===== config.mk =====
export PLATFORM = sky130hd
export DESIGN_NAME = xpdr_regbank
export DESIGN_NICKNAME = d
export VERILOG_FILES = /design/src/rtl/xpdr_pkg.sv /design/src/rtl/xpdr_ptr.sv /design/src/rtl/xpdr_cfgregs.sv /design/src/rtl/xpdr_rdport.sv /design/src/rtl/xpdr_regbank.sv
export SDC_FILE = /design/constraint.sdc
export NUM_CORES = 1
export LEC_CHECK = 0
export ABC_AREA = 1
export BUFFER_PORTS_ARGS = -buffer_cell sky130_fd_sc_hd__buf_2
export CORE_ASPECT_RATIO = 1.2
export CORE_MARGIN = 5
export CORE_UTILIZATION = 45
export CTS_CLUSTER_DIAMETER = 60
export DETAILED_ROUTE_END_ITERATION = 7
export GPL_TIMING_DRIVEN = 0
export PLACE_DENSITY = 0.71
export SLEW_MARGIN = 20
export SYNTH_ARGS = -nofsm -noshare
export SYNTH_HDL_FRONTEND = slang
export SYNTH_HIERARCHICAL = 1
export SYNTH_SLANG_ARGS = --single-unit

===== constraint.sdc =====
create_clock -name clk -period 3.55 [get_ports clk]
set_clock_uncertainty 0.15 [all_clocks]
set_input_delay 0.355 -clock clk [delete_from_list [all_inputs] [get_ports clk]]
set_output_delay 0.355 -clock clk [all_outputs]
set_load 0.005 [all_outputs]

===== src/rtl/xpdr_pkg.sv =====
package xpdr_pkg;
  localparam int NREG   = 11;
  localparam int NCFG   = 7;
  localparam int A_DIR  = 0;
  localparam int A_POL  = 1;
  localparam int A_IEN  = 2;
  localparam int A_DEF  = 3;
  localparam int A_MODE = 4;
  localparam int A_CFG  = 5;
  localparam int A_PUP  = 6;
  localparam int A_FLG  = 7;
  localparam int A_CAP  = 8;
  localparam int A_PORT = 9;
  localparam int A_LAT  = 10;
  localparam int A_LAST = NREG - 1;
  localparam int SEQ_OFF_BIT = 5;
endpackage


===== src/rtl/xpdr_ptr.sv =====
module xpdr_ptr #(
  parameter int AW   = 8,
  parameter int LAST = 10
) (
  input  logic          clk,
  input  logic          rst_n,
  input  logic          ld,
  input  logic [AW-1:0] ld_val,
  input  logic          step,
  input  logic          hold,
  output logic [AW-1:0] ptr_q,
  output logic          wrap_evt
);
  localparam logic [AW-1:0] LAST_A = AW'(LAST);

  function automatic logic [AW-1:0] advance(input logic [AW-1:0] p);
    return (p >= LAST_A) ? '0 : p + 1'b1;
  endfunction

  assign wrap_evt = step && !hold && (ptr_q >= LAST_A);

  always_ff @(posedge clk or negedge rst_n) begin
    if (!rst_n)            ptr_q <= '0;
    else if (ld)           ptr_q <= ld_val;
    else if (step && !hold) ptr_q <= advance(ptr_q);
  end
endmodule


===== src/rtl/xpdr_cfgregs.sv =====
module xpdr_cfgregs
  import xpdr_pkg::*;
#(
  parameter int W  = 8,
  parameter int AW = 8
) (
  input  logic                      clk,
  input  logic                      rst_n,
  input  logic                      wr_en,
  input  logic [AW-1:0]             ptr,
  input  logic [W-1:0]              wr_byte,
  output logic [NCFG-1:0][W-1:0]    cfg_q,
  output logic [W-1:0]              lat_q,
  output logic                      lat_wr
);
  for (genvar g = 0; g < NCFG; g++) begin : g_reg
    localparam logic [W-1:0] RST_VAL = (g == A_DIR) ? {W{1'b1}} : '0;
    logic [W-1:0] q;
    always_ff @(posedge clk or negedge rst_n) begin
      if (!rst_n)                          q <= RST_VAL;
      else if (wr_en && ptr == AW'(g))     q <= wr_byte;
    end
    assign cfg_q[g] = q;
  end

  assign lat_wr = wr_en && (ptr == AW'(A_PORT) || ptr == AW'(A_LAT));

  always_ff @(posedge clk or negedge rst_n) begin
    if (!rst_n)      lat_q <= '0;
    else if (lat_wr) lat_q <= wr_byte;
  end
endmodule


===== src/rtl/xpdr_rdport.sv =====
module xpdr_rdport
  import xpdr_pkg::*;
#(
  parameter int W  = 8,
  parameter int AW = 8
) (
  input  logic                   clk,
  input  logic                   rst_n,
  input  logic                   rd_en,
  input  logic [AW-1:0]          ptr,
  input  logic [NCFG-1:0][W-1:0] cfg_q,
  input  logic [W-1:0]           lat_q,
  input  logic [W-1:0]           pin_in,
  input  logic [W-1:0]           flag_in,
  input  logic [W-1:0]           cap_in,
  output logic [W-1:0]           rd_byte,
  output logic                   clr_stb,
  output logic                   clr_hit
);
  function automatic logic [W-1:0] port_view(input logic [W-1:0] pins,
                                             input logic [W-1:0] pol);
    return pins ^ pol;
  endfunction

  logic [W-1:0] rd_sel;

  always_comb begin
    rd_sel = '0;
    for (int i = 0; i < NCFG; i++)
      if (ptr == AW'(i)) rd_sel = cfg_q[i];
    if (ptr == AW'(A_FLG))  rd_sel = flag_in;
    if (ptr == AW'(A_CAP))  rd_sel = cap_in;
    if (ptr == AW'(A_PORT)) rd_sel = port_view(pin_in, cfg_q[A_POL]);
    if (ptr == AW'(A_LAT))  rd_sel = lat_q;
  end

  assign clr_hit = rd_en && (ptr == AW'(A_PORT) || ptr == AW'(A_CAP));

  always_ff @(posedge clk or negedge rst_n) begin
    if (!rst_n) begin
      rd_byte <= '0;
      clr_stb <= 1'b0;
    end else begin
      if (rd_en) rd_byte <= rd_sel;
      clr_stb <= clr_hit;
    end
  end
endmodule


===== src/rtl/xpdr_regbank.sv =====
module xpdr_regbank
  import xpdr_pkg::*;
#(
  parameter int W  = 8,
  parameter int AW = 8
) (
  input  logic          clk,
  input  logic          rst_n,
  input  logic          ptr_ld,
  input  logic [AW-1:0] ptr_val,
  input  logic          wr_stb,
  input  logic          rd_stb,
  input  logic [W-1:0]  wr_byte,
  input  logic [W-1:0]  pin_in,
  input  logic [W-1:0]  flag_in,
  input  logic [W-1:0]  capture_in,
  output logic [W-1:0]  rd_byte,
  output logic          clr_rd_stb,
  output logic [W-1:0]  dir_o,
  output logic [W-1:0]  pullup_o,
  output logic [W-1:0]  pull_low_o,
  output logic [W-1:0]  pol_o,
  output logic [W-1:0]  ioc_en_o,
  output logic [W-1:0]  defval_o,
  output logic [W-1:0]  ioc_mode_o,
  output logic [W-1:0]  cfg_o
);
  function automatic logic [W-1:0] drain_low(input logic [W-1:0] dir,
                                             input logic [W-1:0] lat);
    return ~dir & ~lat;
  endfunction

  logic                   acc_wr, acc_rd, acc_step, seq_hold;
  logic [AW-1:0]          ptr_q;
  logic                   wrap_evt, lat_wr, clr_hit;
  logic [NCFG-1:0][W-1:0] cfg_q;
  logic [W-1:0]           lat_q;

  assign acc_wr   = wr_stb && !ptr_ld;
  assign acc_rd   = rd_stb && !ptr_ld;
  assign acc_step = acc_wr || acc_rd;
  assign seq_hold = cfg_q[A_CFG][SEQ_OFF_BIT];

  xpdr_ptr #(.AW(AW), .LAST(A_LAST)) u_ptr (
    .clk(clk), .rst_n(rst_n), .ld(ptr_ld), .ld_val(ptr_val),
    .step(acc_step), .hold(seq_hold), .ptr_q(ptr_q), .wrap_evt(wrap_evt)
  );

  xpdr_cfgregs #(.W(W), .AW(AW)) u_regs (
    .clk(clk), .rst_n(rst_n), .wr_en(acc_wr), .ptr(ptr_q),
    .wr_byte(wr_byte), .cfg_q(cfg_q), .lat_q(lat_q), .lat_wr(lat_wr)
  );

  xpdr_rdport #(.W(W), .AW(AW)) u_rd (
    .clk(clk), .rst_n(rst_n), .rd_en(acc_rd), .ptr(ptr_q),
    .cfg_q(cfg_q), .lat_q(lat_q), .pin_in(pin_in), .flag_in(flag_in),
    .cap_in(capture_in), .rd_byte(rd_byte), .clr_stb(clr_rd_stb),
    .clr_hit(clr_hit)
  );

  assign dir_o      = cfg_q[A_DIR];
  assign pol_o      = cfg_q[A_POL];
  assign ioc_en_o   = cfg_q[A_IEN];
  assign defval_o   = cfg_q[A_DEF];
  assign ioc_mode_o = cfg_q[A_MODE];
  assign cfg_o      = cfg_q[A_CFG];
  assign pullup_o   = cfg_q[A_PUP];
  assign pull_low_o = drain_low(cfg_q[A_DIR], lat_q);
endmodule


==> results.ini <==
[placed_design]
routabilityCongestion=0.941
post-dp-hpwl_mm=11.5
post_dp_cell_area_um2=5350
numPortBuffers=109
dp_cells=884

[power_and_ir_drop]
p_leak_nw=3.24
power_frac_comb=0.207
seqPwrFrac=0.444
p_int_mw=1.93
sw_frac_of_total=0.312
switchingPower_uw=874
powerDensity_nw_per_um2=494
p_clk_frac=0.349
irDropWorstVdd_mv=0.230

[sta]
post-route-min-period_ns=2.19
drv_slew=0
grt_setup_unrepaired=false
fmax_mhz=456
setup_tns_ns=0
setup_viol=0
holdWs_ns=0.0653
finalCritPeriodShare=0.617
worst_pin_slew_ns=0.526
finalHoldViolations=0
max_slew_margin=0.649

[global_route]
grt_pass1_vias=4560
grt_max_degree=48
grt_overflow=0
track_usage=0.250
grt_pass1_wl_mm=23.7
antenna_found_initial=0

[min_path]
hold_class=input port to flop
whs_endpoint=u_ptr/ptr_q[6]$_DFFE_PN0P_
min_from=ptr_val[6]
hold_depth=3

[cells_and_area]
drive_gt1_frac=0.264
fin_cells=900
fill_cells=980
final_common_cell=nand2_1
design_area_um2=5670
nets=817
area_delta_synth_final_pct=22.6
most-common-layout-cells=259 x nand2_1, 123 x buf_2, 85 x nand3_1
diodes=0
post-route-util=0.564

[floorplan]
die_x_um=103
dieArea_um2=12400
start_util=0.460
num_io_pins=118
core-area_um2=10100
rows=40
fp.dieH_um=121

[route]
first_pass_iters=5
vias=4800
drt-initial-drc-count=375
ant_nets=0
wl_per_cell_um=16.6
drt-total-wl_mm=15.0
drcViolationCount=0
vias_per_cell=5.33

[critical_path]
cp-startpoint=u_ptr/ptr_q[1]$_DFFE_PN0P_
critPathLaunchType=flop
arrival_ns=2.32
r2r_cells=10
critPathMaxFanout=13
endpoint_kind=flop
timing.rr.start=u_ptr/ptr_q[1]$_DFFE_PN0P_
required_ns=3.67
r2r_slack_ns=1.36
worstSetupPathType=flop to flop
r2r_end=u_rd/rd_byte[6]$_DFFE_PN0P_

[run_status]
outcome=complete, no violations

[yosys]
syn_area_um2=4630
syn_inst=648
synth_warnings=6
synthesis.nets=695
synth_area_per_cell_um2=7.14

[clocking]
max-clock-path-buffers=2
cts_resized=0
clk_pin_slew_worst_paths_ns=0.06
clk-insertion-delay-late_ns=0.34
cts_tree=yes
numCtsBuffers=9
h-tree-depth=3
clock-sinks=81
cts_setup_buffers=0
cts-root-buf=clkbuf_16
cts.hold.buffers_added=1

[run]
max-cap-violations=0

## area by class of cell
type / count / area, µm² / area share
clock buffer: 10 / 229 / 0.0404
tap: 126 / 158 / 0.0278
timing repair buffer: 111 / 578 / 0.102
inverter: 65 / 254 / 0.0448
buffer: 22 / 128 / 0.0225
multi-input combinational: 480 / 2210 / 0.389
sequential: 81 / 2040 / 0.359
clock inverter: 5 / 81.3 / 0.0143
## worst max-delay path, stage by stage, from the launching register on
cell and delay, ns:
dfrtp_1 0.67, inv_2 0.12, nor2_4 0.14, nand4_1 0.30, nor2_1 0.20, nor2_1 0.07
nand4_1 0.11, nand2_1 0.13, nand4_1 0.12, nand2_1 0.06, nand2_1 0.05
## metal layers
metal	vias up	track usage	wire, µm
met5	-	0	0
met2	209	0.401	7130
met3	36	0.0391	1100
met1	2256	0.328	6190
li1	2299	-	-
met4	0	0.112	533
## through the flow
| step | power (mW) | worst slack [ns] |
|---|---|---|
| 2_1_floorplan | 1.51 | 1.93 |
| 3_3_place_gp | 1.82 | 1.39 |
| 3_5_place_dp | 1.83 | 1.41 |
| 4_1_cts | 2.82 | 1.40 |
| 5_1_grt | 2.95 | 1.16 |
| 6_report | 2.80 | 1.36 |
## flip-flops by register name (all words and copies together), names as in the netlist
| name | count |
|---|---|
| u_regs/g.q | 56 |
| u_rd/clr_stb | 1 |
| u_rd/rd_byte | 8 |
| u_ptr/ptr_q | 8 |
| u_regs/lat_q | 8 |
## power by group through the flow
stage | registers, mW | logic [mW] | clock network [mW]
after floorplan | 1.22 | 0.296 | 0
after global placement | 1.25 | 0.563 | 0
after detailed placement | 1.26 | 0.579 | 0
after CTS | 1.24 | 0.582 | 0.992
after global routing | 1.26 | 0.649 | 1.04
final | 1.24 | 0.579 | 0.978
## how the worst max path moves through the flow
stage / cells after the start / slack, ns / to
floorplan: 12 / 1.93 / u_rd/rd_byte[1]$_DFFE_PN0P_
global placement: 10 / 1.39 / u_rd/rd_byte[1]$_DFFE_PN0P_
detailed placement: 12 / 1.41 / u_rd/rd_byte[0]$_DFFE_PN0P_
CTS: 12 / 1.40 / u_rd/rd_byte[0]$_DFFE_PN0P_
global route: 10 / 1.16 / u_rd/rd_byte[2]$_DFFE_PN0P_
finish: 10 / 1.36 / u_rd/rd_byte[6]$_DFFE_PN0P_
No activity file was read; power rests on OpenSTA's default activity.
